File: src/rtl/sram_ctl_pkg.sv
package sram_ctl_pkg;

  typedef enum logic [2:0] {
    PH_IDLE = 3'd0,
    PH_WSET = 3'd1,
    PH_WPUL = 3'd2,
    PH_WHLD = 3'd3,
    PH_RACC = 3'd4
  } phase_e;

endpackage

File: src/rtl/sram_ctl_cnt.sv
module sram_ctl_cnt #(
  parameter int CNT_W = 3
) (
  input  logic             clk,
  input  logic             rst_n,
  input  logic             run,
  input  logic             restart,
  output logic [CNT_W-1:0] cnt_q,
  output logic [CNT_W-1:0] cnt_d
);

  logic cnt_en;

  always_comb begin
    if (!run || restart) cnt_d = '0;
    else                 cnt_d = cnt_q + 1'b1;
  end

  assign cnt_en = run | (|cnt_q);

  always_ff @(posedge clk or negedge rst_n) begin
    if (!rst_n)      cnt_q <= '0;
    else if (cnt_en) cnt_q <= cnt_d;
  end

endmodule

File: src/rtl/sram_ctl_fsm.sv
module sram_ctl_fsm
  import sram_ctl_pkg::*;
#(
  parameter int T_AS  = 1,
  parameter int T_WP  = 4,
  parameter int T_DH  = 1,
  parameter int T_RD  = 6,
  parameter int CNT_W = 3
) (
  input  logic             clk,
  input  logic             rst_n,
  input  logic             req,
  input  logic             wr,
  input  logic [CNT_W-1:0] cnt_q,
  output phase_e           phase_d,
  output logic             accept,
  output logic             last,
  output logic             done_d,
  output logic             capture
);

  phase_e phase_q;

  function automatic logic [CNT_W-1:0] ph_end(input phase_e p);
    case (p)
      PH_WSET: return CNT_W'(T_AS - 1);
      PH_WPUL: return CNT_W'(T_WP - 1);
      PH_WHLD: return CNT_W'(T_DH - 1);
      PH_RACC: return CNT_W'(T_RD - 1);
      default: return '0;
    endcase
  endfunction

  assign last = (phase_q != PH_IDLE) && (cnt_q == ph_end(phase_q));

  always_comb begin
    phase_d = phase_q;
    accept  = 1'b0;
    done_d  = 1'b0;
    capture = 1'b0;
    case (phase_q)
      PH_IDLE: begin
        if (req) begin
          accept  = 1'b1;
          phase_d = wr ? PH_WSET : PH_RACC;
        end
      end
      PH_WSET: if (last) phase_d = PH_WPUL;
      PH_WPUL: if (last) phase_d = PH_WHLD;
      PH_WHLD: begin
        if (last) begin
          phase_d = PH_IDLE;
          done_d  = 1'b1;
        end
      end
      PH_RACC: begin
        if (last) begin
          phase_d = PH_IDLE;
          done_d  = 1'b1;
          capture = 1'b1;
        end
      end
      default: phase_d = PH_IDLE;
    endcase
  end

  always_ff @(posedge clk or negedge rst_n) begin
    if (!rst_n) phase_q <= PH_IDLE;
    else        phase_q <= phase_d;
  end

endmodule

File: src/rtl/sram_ctl_pins.sv
module sram_ctl_pins
  import sram_ctl_pkg::*;
#(
  parameter int ADDR_W = 21,
  parameter int DATA_W = 16,
  parameter int LANES  = 2,
  parameter int T_TURN = 1,
  parameter int CNT_W  = 3
) (
  input  logic              clk,
  input  logic              rst_n,
  input  phase_e            phase_d,
  input  logic [CNT_W-1:0]  cnt_d,
  input  logic              accept,
  input  logic              capture,
  input  logic              done_d,
  input  logic [ADDR_W-1:0] host_addr,
  input  logic [DATA_W-1:0] host_wdata,
  input  logic [LANES-1:0]  host_be,
  input  logic [DATA_W-1:0] mem_dq_i,
  output logic [DATA_W-1:0] host_rdata,
  output logic              host_done,
  output logic [ADDR_W-1:0] mem_addr,
  output logic              mem_ce_n,
  output logic              mem_ce,
  output logic              mem_we_n,
  output logic              mem_oe_n,
  output logic [LANES-1:0]  mem_be_n,
  output logic [DATA_W-1:0] mem_dq_o,
  output logic              mem_dq_oe
);

  localparam logic [CNT_W-1:0] TURN_C = CNT_W'(T_TURN);

  logic [LANES-1:0] be_q;
  logic [LANES-1:0] be_src;
  logic             sel_d;
  logic             drive_d;

  assign be_src  = accept ? host_be : be_q;
  assign sel_d   = (phase_d != PH_IDLE);
  assign drive_d = ((phase_d == PH_WPUL) && (cnt_d >= TURN_C)) ||
                   (phase_d == PH_WHLD);

  // request holding registers, loaded only on acceptance
  always_ff @(posedge clk or negedge rst_n) begin
    if (!rst_n) begin
      mem_addr <= '0;
      mem_dq_o <= '0;
      be_q     <= '0;
    end else if (accept) begin
      mem_addr <= host_addr;
      mem_dq_o <= host_wdata;
      be_q     <= host_be;
    end
  end

  // control pins registered from the next phase
  always_ff @(posedge clk or negedge rst_n) begin
    if (!rst_n) begin
      mem_ce_n  <= 1'b1;
      mem_ce    <= 1'b0;
      mem_we_n  <= 1'b1;
      mem_oe_n  <= 1'b1;
      mem_dq_oe <= 1'b0;
      host_done <= 1'b0;
    end else begin
      mem_ce_n  <= ~sel_d;
      mem_ce    <= sel_d;
      mem_we_n  <= ~(phase_d == PH_WPUL);
      mem_oe_n  <= ~(phase_d == PH_RACC);
      mem_dq_oe <= drive_d;
      host_done <= done_d;
    end
  end

  for (genvar l = 0; l < LANES; l++) begin : g_lane
    always_ff @(posedge clk or negedge rst_n) begin
      if (!rst_n) mem_be_n[l] <= 1'b1;
      else        mem_be_n[l] <= ~(sel_d & be_src[l]);
    end

    always_ff @(posedge clk or negedge rst_n) begin
      if (!rst_n)       host_rdata[l*8 +: 8] <= '0;
      else if (capture) host_rdata[l*8 +: 8] <= be_q[l] ? mem_dq_i[l*8 +: 8] : 8'h00;
    end
  end

endmodule

File: src/rtl/sram_ctl.sv
module sram_ctl
  import sram_ctl_pkg::*;
#(
  parameter int ADDR_W = 21,
  parameter int DATA_W = 16,
  parameter int T_AS   = 1,
  parameter int T_WP   = 4,
  parameter int T_TURN = 1,
  parameter int T_DH   = 1,
  parameter int T_RD   = 6
) (
  input  logic                  clk,
  input  logic                  rst_n,
  input  logic                  host_req,
  input  logic                  host_wr,
  input  logic [ADDR_W-1:0]     host_addr,
  input  logic [DATA_W-1:0]     host_wdata,
  input  logic [DATA_W/8-1:0]   host_be,
  output logic [DATA_W-1:0]     host_rdata,
  output logic                  host_done,
  output logic [ADDR_W-1:0]     mem_addr,
  output logic                  mem_ce_n,
  output logic                  mem_ce,
  output logic                  mem_we_n,
  output logic                  mem_oe_n,
  output logic [DATA_W/8-1:0]   mem_be_n,
  output logic [DATA_W-1:0]     mem_dq_o,
  output logic                  mem_dq_oe,
  input  logic [DATA_W-1:0]     mem_dq_i
);

  localparam int LANES  = DATA_W / 8;
  localparam int MAX_W  = (T_AS > T_WP) ? T_AS : T_WP;
  localparam int MAX_H  = (T_DH > T_RD) ? T_DH : T_RD;
  localparam int MAXLEN = (MAX_W > MAX_H) ? MAX_W : MAX_H;
  localparam int CNT_W  = $clog2(MAXLEN + 1);

  phase_e           phase_d;
  logic [CNT_W-1:0] cnt_q;
  logic [CNT_W-1:0] cnt_d;
  logic             accept;
  logic             last;
  logic             done_d;
  logic             capture;

  sram_ctl_fsm #(
    .T_AS (T_AS),
    .T_WP (T_WP),
    .T_DH (T_DH),
    .T_RD (T_RD),
    .CNT_W(CNT_W)
  ) u_fsm (
    .clk    (clk),
    .rst_n  (rst_n),
    .req    (host_req),
    .wr     (host_wr),
    .cnt_q  (cnt_q),
    .phase_d(phase_d),
    .accept (accept),
    .last   (last),
    .done_d (done_d),
    .capture(capture)
  );

  sram_ctl_cnt #(
    .CNT_W(CNT_W)
  ) u_cnt (
    .clk    (clk),
    .rst_n  (rst_n),
    .run    (phase_d != PH_IDLE),
    .restart(accept | last),
    .cnt_q  (cnt_q),
    .cnt_d  (cnt_d)
  );

  sram_ctl_pins #(
    .ADDR_W(ADDR_W),
    .DATA_W(DATA_W),
    .LANES (LANES),
    .T_TURN(T_TURN),
    .CNT_W (CNT_W)
  ) u_pins (
    .clk       (clk),
    .rst_n     (rst_n),
    .phase_d   (phase_d),
    .cnt_d     (cnt_d),
    .accept    (accept),
    .capture   (capture),
    .done_d    (done_d),
    .host_addr (host_addr),
    .host_wdata(host_wdata),
    .host_be   (host_be),
    .mem_dq_i  (mem_dq_i),
    .host_rdata(host_rdata),
    .host_done (host_done),
    .mem_addr  (mem_addr),
    .mem_ce_n  (mem_ce_n),
    .mem_ce    (mem_ce),
    .mem_we_n  (mem_we_n),
    .mem_oe_n  (mem_oe_n),
    .mem_be_n  (mem_be_n),
    .mem_dq_o  (mem_dq_o),
    .mem_dq_oe (mem_dq_oe)
  );

endmodule

File: config.mk
export PLATFORM = sky130hd
export DESIGN_NAME = sram_ctl
export DESIGN_NICKNAME = d
export VERILOG_FILES = /design/src/rtl/sram_ctl_pkg.sv /design/src/rtl/sram_ctl_cnt.sv /design/src/rtl/sram_ctl_fsm.sv /design/src/rtl/sram_ctl_pins.sv /design/src/rtl/sram_ctl.sv
export SDC_FILE = /design/constraint.sdc
export NUM_CORES = 1
export LEC_CHECK = 0
export ABC_AREA = 1
export BUFFER_PORTS_ARGS = -buffer_cell sky130_fd_sc_hd__clkbuf_2
export CAP_MARGIN = 0
export CORE_ASPECT_RATIO = 0.7
export CORE_MARGIN = 2
export CORE_UTILIZATION = 35
export DETAILED_ROUTE_END_ITERATION = 7
export SKIP_CTS_REPAIR_TIMING = 1
export SYNTH_ARGS = -nofsm -noshare
export SYNTH_HDL_FRONTEND = slang
export SYNTH_SLANG_ARGS = --single-unit
File: constraint.sdc
create_clock -name clk -period 3.7 [get_ports clk]
set_input_delay 1.11 -clock clk [delete_from_list [all_inputs] [get_ports clk]]
set_output_delay 1.11 -clock clk [all_outputs]
set_load 0.02 [all_outputs]
Yosys cells after proc, flatten, opt, wreduce, memory -nomap -nowiden
Index checks and enable logic that the tools add are counted.

Input bits: 59. Flip-flop bits (word level): 69. Logic and storage cells: 60. Output and inout port bits: 61.

Add/subtract/negate cells: 1. Reduce and logical (&&, ||, !) cells: 10. Equality and inequality tests: 8. Bitwise gates (word level): 9. Magnitude comparators: 1. Mux-type cells: 16.

Operators by type and width (count): 3-bit two-way mux (6); 8-bit two-way mux (2); 3-bit by 2-bit equality test with 1-bit output, second input constant (4); 3-bit case mux with 4 select lines (1); 3-bit equality test, second input constant (2); 3-bit case mux with 2 select lines (1); 3-bit nonzero test (2); 1-bit two-way mux (5); 1-bit NOT (5); 3-bit by 1-bit adder with 3-bit output, second input constant (1); 3-bit by 1-bit equality test with 1-bit output, second input constant (1); 3-bit equality test (1); 3-bit by 1-bit >= comparator with 1-bit output, second input constant (1); 3-bit logical NOT (1); 3-bit OR reduction (1); 1-bit bitwise AND (2); 1-bit logical AND (2); 1-bit logical OR (2); 2-bit two-way mux (1); 1-bit bitwise OR (2); 2-bit OR reduction (1); 1-bit logical NOT (1).

Logic depth before layout (Yosys ltp)
Gate-level depths: netlist of run 1.

Depth in word-level cells: 13. Gate-level depth with buffers: 16. Gate-level depth less buffers: 15.

Modules after synthesis
Synthesis of run 1 repeated with hierarchy kept, for this count alone.

Cell total of the unflattened synthesis: 329. Area total of the unflattened synthesis: 3064.2 um2.

By module, submodules not included: sram_ctl_pins (seq. area each 1582.8 um2, cells an instance 256, area each 2603.7 um2, instances 1); sram_ctl_fsm (seq. area each 75.1 um2, cells an instance 47, area each 272.8 um2, instances 1); sram_ctl_cnt (seq. area each 75.1 um2, cells an instance 22, area each 170.2 um2, instances 1); sram_ctl (seq. area each 0.0 um2, cells an instance 4, area each 17.5 um2, instances 1).

Worst setup path after synthesis of run 1
No wires, ideal clock.

Path kind: input-to-reg. From: input port host_req. To: register u_pins.mem_addr[10]. Buffers on the path: 1. Required time: 3575 ps. Library setup time: 125 ps. Stages on the path: 3. Setup slack: 1662 ps. Data arrival time: 1913 ps. Cell sequence: nand2_1 > buf_1 > mux2_2.

Longest elaborated chain between the ends: 2.

Ends and longest elaborated chain: start, declared (line sram_ctl.sv:14) `input logic host_req,`; 1-bit two-way mux (line sram_ctl_fsm.sv:43) `if (req) begin`; 1-bit two-way mux (line sram_ctl_fsm.sv:41) `case (phase_q)`; end signal, assigned (line sram_ctl_pins.sv:52) `mem_addr <= host_addr;`; end, declared (line sram_ctl_pins.sv:23) `output logic [ADDR_W-1:0] mem_addr,`.

No other way between the ends. A chain may end at the register's enable or synchronous reset.

Worst setup path in the final report of run 1
From: register u_fsm.phase_q[1]. To: register u_pins.host_rdata[9].

Longest elaborated chain between the ends: 6. Elaborated cells on any way between the ends: 8. Those cells by class: 3 x eq/ne; 3 x mux; 2 x reduce/logical.

Ends and longest elaborated chain: start, declared (line sram_ctl_fsm.sv:22) `phase_e phase_q;`; start signal, assigned (line sram_ctl_fsm.sv:69) `else phase_q <= phase_d;`; 3-bit equality test / 3-bit by 2-bit equality test with 1-bit output (equally long branches) (line sram_ctl_fsm.sv:25, sram_ctl_fsm.sv:41); 3-bit case mux with 2 select lines (line sram_ctl_fsm.sv:25) `case (p)`; 3-bit equality test (line sram_ctl_fsm.sv:34) `assign last = (phase_q != PH_IDLE) && (cnt_q == ph_end(phase_q));`; 1-bit logical AND (line sram_ctl_fsm.sv:34); 1-bit two-way mux (line sram_ctl_fsm.sv:57) `if (last) begin`; 1-bit two-way mux (*) (line sram_ctl_fsm.sv:41); end signal, assigned by index (line sram_ctl_pins.sv:85) `else if (capture) host_rdata[l*8 +: 8] <= be_q[l] ? mem_dq_i[l*8 +: 8] : 8'h00;`; end, declared (line sram_ctl_pins.sv:21) `output logic [DATA_W-1:0] host_rdata,`.

Mark *: on every way between the ends. The rest lies on a longest branch, timed or not.

==> Implementation_results.wiki, run 1 <==
{| class="wikitable"
! Metric !! Value
|-
| Y dimension of the die || 79.3 um
|-
| Hold Path Depth || 1
|-
| Fmax || 396 MHz
|-
| Worst Setup Start Kind || flop
|-
| Hold Crit Class || flop to flop
|-
| DRC viols || 0
|-
| Mux cell area share after synthesis || 15.5%
|-
| Proportion of layout cells with a drive suffix above 1 || 55.3%
|-
| Most used standard cell by instance count after synthesis || dfrtp_1
|-
| Post-synth top area cell || dfrtp_1
|-
| Wire length per cell after detailed routing || 13.6 um
|-
| Largest cells by area after synthesis || dfrtp_1 56%, mux2_2 15%, nand2_1 5.3%
|-
| Fin crit share || 68.3%
|-
| Detailed-route via count || 2159
|-
| Complex-gate fraction of the synthesized area || 4.68%
|-
| Routability-driven placement congestion ratio || 0.798
|-
| Placeable Area || 7870 um2
|-
| Setup repair after global routing missed its margin || no
|-
| Xor/xnor cell area share of the yosys netlist || 0%
|-
| Row Count || 27
|-
| Pin count of the biggest net entering global routing || 41
|-
| Flops & latches, synth || 69
|-
| TritonRoute pass-1 iters || 4
|-
| Top flip-flop cell by instance count after synthesis || dfrtp_1
|-
| Mean Syn Cell Area || 11.9 um2
|-
| Yosys Warn Count || 0
|-
| Simple-gate area share of the yosys netlist || 13.9%
|-
| Final total negative setup slack || 0 ns
|-
| Die Wd || 112 um
|-
| Final count of negative-setup-slack endpoints || 0
|-
| R2R cell count || 9
|-
| Post-synth cell types || 28
|-
| Sort of element at the end of the critical path || flop
|-
| Library cell used as clock root buffer || clkbuf_16
|-
| Max FO, Critical Path || 20
|-
| Outcome || finished, final reports clean
|-
| Overall power || 3810 uW
|-
| R2r startpoint || u_fsm.phase_q[1]
|-
| WP data arrival || 2.78 ns
|-
| Post-synth ARST share || 100%
|-
| Setup Crit Path Kind || flop to flop
|-
| Aggregate global routing overflow || 0
|-
| Antenna violations before repair || 0
|-
| Share of the synthesized area in the top cell type || 56.5%
|-
| Launch instance of the worst min-delay path || u_pins.mem_dq_o[1]
|-
| IO Port Bufs || approximately 120
|-
| Clock tree from TritonCTS || done
|-
| Final #Nets || ~420
|-
| Boundary Pins || 120
|-
| PwrDens || between 900 and 1000 nW/um2
|-
| Die area || between 8000 and 9000 um2
|-
| Maximum root-to-sink buffer count || 2
|-
| Syn Inst Count || 239
|-
| Maximum ir drop on the vdd rail || 446 uV
|-
| Per-cell via count in the routed design || 4.63
|-
| Worst Max-Slew Pin Slew || 0.731 ns
|-
| Final-report max-slew violation count || 0
|-
| Hold violation count in the final report || 0
|-
| Placed cell count || 450
|-
| Layout-stage area growth over the synthesis result || 34.6%
|-
| Fraction of the yosys area taken by sequential cells || 61.1%
|-
| Dominant combinational cell family by area after synthesis || multiplexers
|-
| First-pass GRT wire length || 10500 um
|-
| Insertion delay to the later sink of the worst-skew pair || 0.32 ns
|-
| CTS Buf Count || 9
|-
| Most used standard cells in the synthesized netlist || 64 x dfrtp_1, 40 x nand2_1, 39 x mux2_2, 20 x nand3_1, 17 x o21ai_0
|-
| WL final || 6340 um
|-
| Inserted Diodes || 0
|-
| Non-Filler Instances || 466
|-
| Half-perimeter wire length after detailed placement || between 4000 and 5000 um
|-
| Max-cap check violation count || 0
|-
| CP required || around 4.0 ns
|-
| Initial cell density of the core || between 30% and 40%
|-
| Clock tree sinks || 69
|-
| Max-slew headroom || roughly half
|-
| Post-synth EDFFs || 0
|-
| Number of global-route vias before repair || roughly 2100
|-
| Number of nets still failing antenna checks after routing || 0
|-
| Post-layout min period || ~2.5 ns
|-
| Total global-route track usage || 15.6%
|-
| Cell Area, Synth || 2840 um2
|-
| Leak Pwr || 0.00198 uW
|-
| Clock-pin transition on the worst setup and hold timing paths || 0.06 ns
|-
| Syn Nets || 300
|-
| Initial DRC Count || 107
|-
| Adder-cell share of the synthesized area || less than 1%
|-
| Worst setup startpoint || u_fsm.phase_q[1]
|-
| H-tree level count || 3
|-
| Worst Clk Skew || 0.00535 ns
|}
-- registers in the layout, indices dropped and copies added, names as in the netlist --
| name | flops |
|---|---|
| u_pins.mem_oe_n | 1 |
| u_pins.host_done | 1 |
| u_fsm.phase_q | 3 |
| u_pins.mem_we_n | 1 |
| u_pins.be_q | 2 |
| u_cnt.cnt_q | 3 |
| u_pins.mem_be_n | 2 |
| u_pins.mem_ce_n | 1 |
| u_pins.mem_addr | 21 |
| u_pins.mem_ce | 1 |
| u_pins.mem_dq_oe | 1 |
| u_pins.host_rdata | 16 |
| u_pins.mem_dq_o | 16 |
-- layout by cell type, fill, tap and decap left out --
master      instances
a21boi_0            1
nand3_2             3
o21ai_0            17
dfrtp_1            64
or2_2               2
clkbuf_8            4
o211ai_1            1
a21oi_1             2
inv_1               8
nand4_1             2
o22ai_1             1
nand3_1            20
nand3b_1            1
clkbuf_2          118
inv_2               5
nor2_2              4
dfstp_2             5
a31oi_1             1
buf_4               3
nand2_4             1
ha_1                2
clkinv_2            2
nor2_1              2
o21ai_1             2
buf_2               1
clkbuf_16           9
nand2_2             4
clkinvlp_4          1
mux2_2             39
nand2_1            39
nand3_4             1
-- power breakdown --
part           switching, uW  leakage [uW]  internal, uW
clock network            298      0.000148           524
logic                   1040       0.00100           614
registers                214      0.000834          1120
total                   1550       0.00198          2260
-- layer usage --
metal	global-route usage [%]	part of all wire, %	wire length (um)	up-vias
met5	0	0	0	-
met4	6.30	1.3	80	0
met3	7.18	9.9	627	6
met2	21.2	42	2690	99
met1	21.3	46	2940	1008
li1	-	-	-	1046
-- worst max-delay path: stages, from the launching register on --
cell,delay (ns)
dfrtp_1,0.45
nor2_2,0.15
nand2_1,0.36
nand2_1,0.16
nand2_1,0.07
nor2_2,0.20
nand2_2,0.25
nor2_2,0.54
nand3_1,0.16
nand2_1,0.10
-- stage by stage --
step / cell area (um2) / hold WS (ns) / setup slack (ns) / utilization (%)
after floorplan: 2840 / 0.548 / 1.66 / -
after global placement: 3520 / 0.486 / 1.21 / 44.7
after detailed placement: 3520 / 0.493 / 1.18 / 44.7
after CTS: 3820 / 0.505 / 1.18 / 48.5
after global routing: 3820 / 0.512 / 0.910 / 48.5
final: 3820 / 0.501 / 1.17 / 48.5
-- cell families after synthesis --
kind of cell / count (synthesis)
DFF: 69
muxes: 39
AOI/OAI and AO/OA: 25
and+or+nand+nor: 79
buffers and inverters: 25
adders and majority gates: 2
-- worst paths after layout --
kind                                        endpoint  slack, ns
worst max-delay path            u_pins.host_rdata[9]       1.17
worst min-delay path              u_pins.mem_dq_o[1]       0.50
worst max register to register  u_pins.host_rdata[9]       1.17
worst min register to register    u_pins.mem_dq_o[1]       0.50
max in group asynchronous        u_pins.mem_dq_o[11]       2.00
min in group asynchronous           u_pins.mem_dq_oe       0.84
-- layout make-up --
class | instances | area, um2
Clock buffer | 13 | 280
Tap cell | 101 | 126
Multi-Input combinational cell | 145 | 992
Inverter | 13 | 48.8
Timing Repair Buffer | 122 | 618
Clock inverter | 3 | 17.5
Fill cell | 730 | 4060
Sequential cell | 69 | 1730
(Power assumes the default switching activity.)
==> run 2, diff against run 1 <==
Settings changed: ABC_AREA 1 to 0.
Clock period 3.7 ns to 2.15 ns, I/O delays scaled along.
==> Implementation_results.wiki, run 2 <==
{| class="wikitable"
! Metric !! Value
|-
| Maximum ir drop on the vdd rail || 607 uV (+36%)
|-
| WP data arrival || 1.94 ns (-0.84 ns)
|-
| WL final || 6890 um (+8.8%)
|-
| Top flip-flop cell by instance count after synthesis || dfrtp_1
|-
| Boundary Pins || 120 (unchanged)
|-
| Met1 usage in global routing || 23.0% (+1.7 points)
|-
| Most common cell after layout, fill and taps aside || nand2_1
|-
| Initial DRC Count || 200 (+87%)
|-
| Syn Nets || 368 (+23%)
|-
| Registers with the most flip-flops || u_pins.mem_addr: 21 flops, u_pins.host_rdata: 16 flops, u_pins.mem_dq_o: 16 flops
|-
| Largest cells by area after synthesis || dfrtp_1 56%, nand2_1 19%, dfstp_2 4.6%
|-
| Insertion delay to the later sink of the worst-skew pair || 0.33 ns (about the same)
|-
| Setup Crit Path Kind || flop to flop
|-
| PwrDens || 1750 nW/um2 (+75%)
|-
| Most used standard cells in the synthesized netlist || 146 x nand2_1, 64 x dfrtp_1, 19 x nand3_1, 9 x buf_2, 9 x clkbuf_1
|-
| Aggregate global routing overflow || 0 (unchanged)
|-
| H-tree level count || 3 (unchanged)
|-
| Total global-route track usage || 16.5% (+0.96 points)
|-
| Post-route cell area || 3900 um2 (+2.2%)
|-
| Maximum root-to-sink buffer count || 2 (unchanged)
|-
| Placed inst area || 3540 um2 (+0.64%)
|-
| Hold Crit Class || input port to async pin
|-
| Leak Pwr || 0.00212 uW (+7.0%)
|-
| Final-report max-slew violation count || 0 (unchanged)
|-
| Max-cap check violation count || 0 (unchanged)
|-
| Final #Nets || 486 (+15%)
|-
| Initial cell density of the core || 36.1% (+0.079 points)
|-
| Antenna violations before repair || 0 (unchanged)
|-
| Library cell used as clock root buffer || clkbuf_16
|-
| Fraction of the yosys area taken by sequential cells || 61.0% (-0.13 points)
|-
| Layout-stage area growth over the synthesis result || 37.3%
|-
| Worst Max-Slew Pin Slew || 0.473 ns (-0.259 ns)
|-
| Mean Syn Cell Area || 9.26 um2 (-22%)
|-
| Outcome || finished, final reports clean
|-
| Max FO, Critical Path || 24 (+20%)
|-
| Clock tree from TritonCTS || done
|-
| Clock-pin transition on the worst setup and hold timing paths || 0.06 ns (about the same)
|-
| TritonRoute pass-1 iters || 4 (unchanged)
|-
| Inserted Diodes || 0 (unchanged)
|-
| Fin crit share || 80.6% (+12 points)
|-
| First-pass GRT wire length || 11500 um (+10%)
|-
| Final total negative setup slack || 0 ns (unchanged)
|-
| Max-slew headroom || 68.1% (+17 points)
|-
| CP required || 2.36 ns (-1.60 ns)
|-
| CTS Buf Count || 9 (unchanged)
|-
| Pin count of the biggest net entering global routing || 40 (-2.4%)
|-
| Number of global-route vias before repair || 2293 (+9.4%)
|-
| Top library cells by usage in the layout, fill and taps aside || 146 x nand2_1, 118 x clkbuf_2, 64 x dfrtp_1
|-
| Row Count || 27 (unchanged)
|-
| Reg-to-reg endpoint || u_cnt.cnt_q[1]
|-
| Routability-driven placement congestion ratio || 0.753 (-5.7%)
|-
| Wire length per cell after detailed routing || 13.0 um (-4.5%)
|-
| Die area || 8870 um2 (+0.21%)
|-
| Post-synth cell types || 35 (+25%)
|-
| IO Port Bufs || 119 (unchanged)
|-
| GRT Max-Usage Layer || met2
|-
| Worst Setup Start Kind || flop
|-
| Fraction of met3 tracks used by global routing || 7.44% (+0.27 points)
|-
| Setup repair after global routing missed its margin || no
|-
| Syn Inst Count || 307 (+28%)
|-
| Flops & latches, synth || 69 (unchanged)
|-
| Hold WS || 0.0955 ns (-0.406 ns)
|-
| Yosys Warn Count || 0 (unchanged)
|-
| Most used standard cell by instance count after synthesis || nand2_1
|-
| Worst Clk Skew || 0.00590 ns (+0.000549 ns)
|-
| Post-layout min period || 1.73 ns (-0.795 ns)
|-
| Share of the synthesized area in the top cell type || 56.4% (-0.12 points)
|-
| Post-synth top area cell || dfrtp_1
|-
| Number of filler cells placed in the layout || 755 (+3.4%)
|-
| Y dimension of the die || 79.4 um (+0.11%)
|-
| Half-perimeter wire length after detailed placement || 4830 um (+3.6%)
|-
| Hold violation count in the final report || 0 (unchanged)
|-
| Die Wd || 112 um (+0.11%)
|-
| DRC viols || 0 (unchanged)
|-
| R2R cell count || 5 (-4)
|-
| Post-synth ARST share || 100% (unchanged)
|-
| Number of nets still failing antenna checks after routing || 0 (unchanged)
|-
| Max reg flops || 21 (unchanged)
|-
| Post-synth EDFFs || 0 (unchanged)
|-
| Cell Area, Synth || 2840 um2 (+0.22%)
|-
| Detailed-route via count || 2404 (+11%)
|-
| Placeable Area || 7870 um2 (unchanged)
|-
| Final count of negative-setup-slack endpoints || 0 (unchanged)
|-
| Fmax || 577 MHz (+46%)
|-
| R2r startpoint || u_fsm.phase_q[0]
|-
| Clock tree sinks || 69 (unchanged)
|-
| Met2 Track Usage GR || 23.6% (+2.4 points)
|-
| Per-cell via count in the routed design || 4.53 (-2.3%)
|-
| Register with the highest flop count || u_pins.mem_addr
|-
| Reg-to-reg slack, setup || 0.42 ns (-0.76 ns)
|-
| Sort of element at the end of the critical path || flop
|-
| Proportion of layout cells with a drive suffix above 1 || 36.0% (-19 points)
|}
==> run 2: cell count changes after synthesis, sizes merged, moves of 4 or more <==
| cell | before | now |
|---|---|---|
| nand2 | 44 | 146 |
| mux2 | 39 | 1 |
| o21ai | 19 | 7 |
| inv | 13 | 7 |
| nand3 | 24 | 19 |
| buf | 7 | 11 |
| clkbuf | 5 | 9 |
==> run 2: kinds of logic after synthesis <==
logic type | share of synthesized area, %
compound gates | 5.06
xor+xnor | 0.617
fa+ha+maj | 0.881
buf+inv | 4.49
flops | 61.0
mux | 0.396
simple gates | 27.6
==> run 2: metal layers <==
metal	vias up	share of wire (%)
met1	1097	47
li1	1204	-
met2	99	42
met4	0	0.61
met5	-	0
met3	4	10
==> run 2: how the worst max path moves through the flow <==
| stage | start | slack, ns | end | cells after the start |
|---|---|---|---|---|
| global placement | host_req | 0.40 | u_cnt.cnt_q[1] | 5 |
| detailed placement | host_req | 0.37 | u_cnt.cnt_q[1] | 5 |
| global route | u_fsm.phase_q[0] | 0.33 | u_pins.mem_dq_o[9] | 5 |
| floorplan | u_fsm.phase_q[0] | 0.48 | u_cnt.cnt_q[0] | 7 |
| finish | u_fsm.phase_q[0] | 0.42 | u_cnt.cnt_q[1] | 5 |
| CTS | u_fsm.phase_q[0] | 0.43 | u_cnt.cnt_q[1] | 5 |
==> run 2: stage by stage <==
| step | util, % | setup WS (ns) | power (uW) | std cells |
|---|---|---|---|---|
| 2_1_floorplan | - | 0.482 | 4160 | 307 |
| 3_3_place_gp | 45.0 | 0.404 | 5050 | 515 |
| 3_5_place_dp | 45.0 | 0.374 | 5100 | 515 |
| 4_1_cts | 49.5 | 0.432 | 6890 | 531 |
| 5_1_grt | 49.5 | 0.325 | 7310 | 531 |
| 6_report | 49.5 | 0.418 | 6810 | 531 |
==> run 2: cell type report <==
type | instances | area (um2) | share of cell area [%]
clock inverters | 5 | 106 | 2.73
well taps | 101 | 126 | 3.24
multi-input cells | 211 | 987 | 25.3
clock buffers | 11 | 253 | 6.48
flip-flops and latches | 69 | 1730 | 44.4
repair buffers | 127 | 668 | 17.1
inverters | 7 | 26.3 | 0.674
==> run 2: critical path, stage by stage, from the launching register on <==
cell	delay, ns
dfrtp_1	0.44
or2_1	0.24
or3b_1	0.49
buf_4	0.26
nand3_1	0.10
o22ai_1	0.07
==> run 2: report_power, final <==
group | total, uW | switching [uW] | leakage [uW] | internal (uW)
Sequential | 2350 | 417 | 0.000804 | 1930
Combinational | 2710 | 1750 | 0.00115 | 962
Clock | 1750 | 549 | 0.000172 | 1200
Total | 6810 | 2720 | 0.00212 | 4090
==> run 3, diff against run 2 <==
Settings changed: ABC_AREA 0 to 1.
Clock period 2.15 ns to 1.73 ns, I/O delays scaled along.
==> Implementation_results.wiki, run 3 (synthesized netlist as in run 1, its figures left out) <==
{| class="wikitable"
! Metric !! Value
|-
| CP required || 1.94 ns (-0.42 ns)
|-
| CTS Buf Count || 9 (unchanged)
|-
| Fin worst setup slack || -0.0178 ns (-0.436 ns)
|-
| Clock tree from TritonCTS || done
|-
| Inserted Diodes || 0 (unchanged)
|-
| Worst Max-Slew Pin Slew || 0.361 ns (-0.111 ns)
|-
| Maximum root-to-sink buffer count || 2 (unchanged)
|-
| PwrDens || 2160 nW/um2 (+24%)
|-
| Fin crit share || 101% (+20 points)
|-
| Register with the highest flop count || u_pins.mem_addr
|-
| TritonRoute pass-1 iters || 4 (unchanged)
|-
| Total global-route track usage || 15.5% (-1.1 points)
|-
| Library cell used as clock root buffer || clkbuf_16
|-
| Maximum ir drop on the vdd rail || 930 uV (+53%)
|-
| Registers with the most flip-flops || u_pins.mem_addr: 21 flops, u_pins.host_rdata: 16 flops, u_pins.mem_dq_o: 16 flops
|-
| Routability-driven placement congestion ratio || 0.809 (+7.5%)
|-
| Max FO, Critical Path || 6 (-75%)
|-
| Outcome || complete, but fails checks
|-
| Clock tree sinks || 69 (unchanged)
|-
| Die Wd || 112 um (-0.11%)
|-
| Per-cell via count in the routed design || 4.52 (-0.17%)
|-
| Worst Setup Start Kind || flop
|-
| Boundary Pins || 120 (unchanged)
|-
| Insertion delay to the later sink of the worst-skew pair || 0.32 ns (about the same)
|-
| Pin count of the biggest net entering global routing || 70 (+75%)
|-
| H-tree level count || 3 (unchanged)
|-
| Final count of negative-setup-slack endpoints || 2 (+2)
|-
| WL final || 6670 um (-3.3%)
|-
| Number of nets still failing antenna checks after routing || 0 (unchanged)
|-
| Initial DRC Count || 153 (-24%)
|-
| Fraction of met3 tracks used by global routing || 6.18% (-1.3 points)
|-
| Max-cap check violation count || 0 (unchanged)
|-
| Post-layout min period || 1.75 ns (+0.0157 ns)
|-
| Sort of element at the end of the critical path || flop
|-
| R2r startpoint || u_fsm.phase_q[0]
|-
| Final #Nets || 444 (-8.6%)
|-
| Setup repair after global routing missed its margin || yes
|-
| Worst setup startpoint || u_fsm.phase_q[0]
|-
| Cell seen most often among critical-path stages || nand2_2
|-
| DRC viols || 0 (unchanged)
|-
| Number of filler cells placed in the layout || 730 (-3.3%)
|-
| Met1 usage in global routing || 20.5% (-2.5 points)
|-
| Half-perimeter wire length after detailed placement || 4690 um (-2.9%)
|-
| Die area || 8850 um2 (-0.21%)
|-
| Layout-stage area growth over the synthesis result || 44.3%
|-
| Setup Crit Path Kind || flop to flop
|-
| Top library cells by usage in the layout, fill and taps aside || 118 x clkbuf_2, 63 x dfrtp_1, 39 x mux2_2
|-
| GRT Max-Usage Layer || met2
|-
| Worst setup timing slack at the placement stage || -0.0718 ns (-0.446 ns)
|-
| Aggregate global routing overflow || 0 (unchanged)
|-
| Number of global-route vias before repair || 2153 (-6.1%)
|-
| Antenna violations before repair || 0 (unchanged)
|-
| Placeable Area || 7870 um2 (unchanged)
|-
| Detailed-route via count || 2210 (-8.1%)
|-
| Clock-pin transition on the worst setup and hold timing paths || 0.05 ns (about the same)
|-
| Ordered cell list for the critical path || inv_2, nand3_4, nand2_2, nand2_2, nor2_4, nand2_4, nand2_2, nand2_2, nand2_4, nand3_4, nand2_2, inv_2, nand2_1, o21ai_1
|-
| Initial cell density of the core || 36.0% (-0.079 points)
|-
| Most common cell after layout, fill and taps aside || clkbuf_2
|-
| Proportion of layout cells with a drive suffix above 1 || 61.6% (+26 points)
|-
| First-pass GRT wire length || 10500 um (-9.0%)
|-
| IO Port Bufs || 119 (unchanged)
|-
| Final total negative setup slack || -0.0235 ns (-0.0235 ns)
|-
| Max-slew headroom || 75.9% (+7.9 points)
|-
| Largest stage delay on the critical path || 0.40 ns (-0.09 ns)
|-
| Wire length per cell after detailed routing || 13.6 um (+5.0%)
|-
| Row Count || 27 (unchanged)
|-
| Y dimension of the die || 79.3 um (-0.11%)
|-
| Highest-delay cell along the critical path || dfrtp_1
|-
| Hold violation count in the final report || 0 (unchanged)
|-
| WP data arrival || 1.96 ns (+0.02 ns)
|-
| Max reg flops || 21 (unchanged)
|-
| Violations in the final reports || setup timing
|-
| Fmax || 572 MHz (-0.90%)
|-
| Final-report max-slew violation count || 0 (unchanged)
|-
| Met2 Track Usage GR || 22.6% (-1.0 points)
|-
| Leak Pwr || 0.00212 uW (-0.18%)
|-
| Worst Clk Skew || 0.00384 ns (-0.00206 ns)
|-
| Hold Crit Class || input port to async pin
|}
## run 3: final timing paths
kind                                        to  slack [ns]  cells after the start
max in group asynchronous   u_pins.mem_be_n[1]        1.21                      2
min in group clk            u_pins.mem_addr[4]        0.42                      2
max                             u_cnt.cnt_q[0]       -0.02                     14
min reg2reg                u_pins.mem_addr[13]        0.50                      1
min                           u_pins.mem_dq_oe        0.21                      2
max reg2reg                     u_cnt.cnt_q[0]       -0.02                     14
## run 3: worst max-delay path, delay by kind of cell (launching register included)
kind            cells  cell delay [ns]
buf+inv             2             0.16
compound gates      1             0.05
simple gates       11             1.01
flops               1             0.40
## run 3: area by class of cell
type,instances,area (um2),share of cell area [%]
clock buffer,13,280,6.85
clock inverter,3,17.5,0.428
inverter,13,48.8,1.19
multi-input combinational,145,1050,25.6
sequential,69,1730,42.4
tap,101,126,3.09
timing repair buffer,145,836,20.4
## run 3: metrics by stage
step           total power, uW  utilization, %  hold slack [ns]  area, um2  instances
5_1_grt                   9470            52.0            0.232       4090        489
3_5_place_dp              6810            46.6            0.492       3670        465
2_1_floorplan             5370               -            0.223       2840        239
4_1_cts                   8620            50.4            0.215       3970        481
6_report                  8860            52.0            0.213       4090        489
3_3_place_gp              6750            46.6            0.487       3670        465
## run 3: routing by layer
metal	up-vias	routed length, um	share of wire, %
met1	1031	3130	47
met5	-	0	0
met2	84	2970	45
li1	1088	-	-
met4	0	85	1.3
met3	7	485	7.3
## run 3: power breakdown
part / internal, uW / leakage [uW] / total, uW / switching [uW]
sequential: 2410 / 0.000833 / 2840 / 433
clock: 1120 / 0.000148 / 1760 / 636
combinational: 1790 / 0.00114 / 4260 / 2470
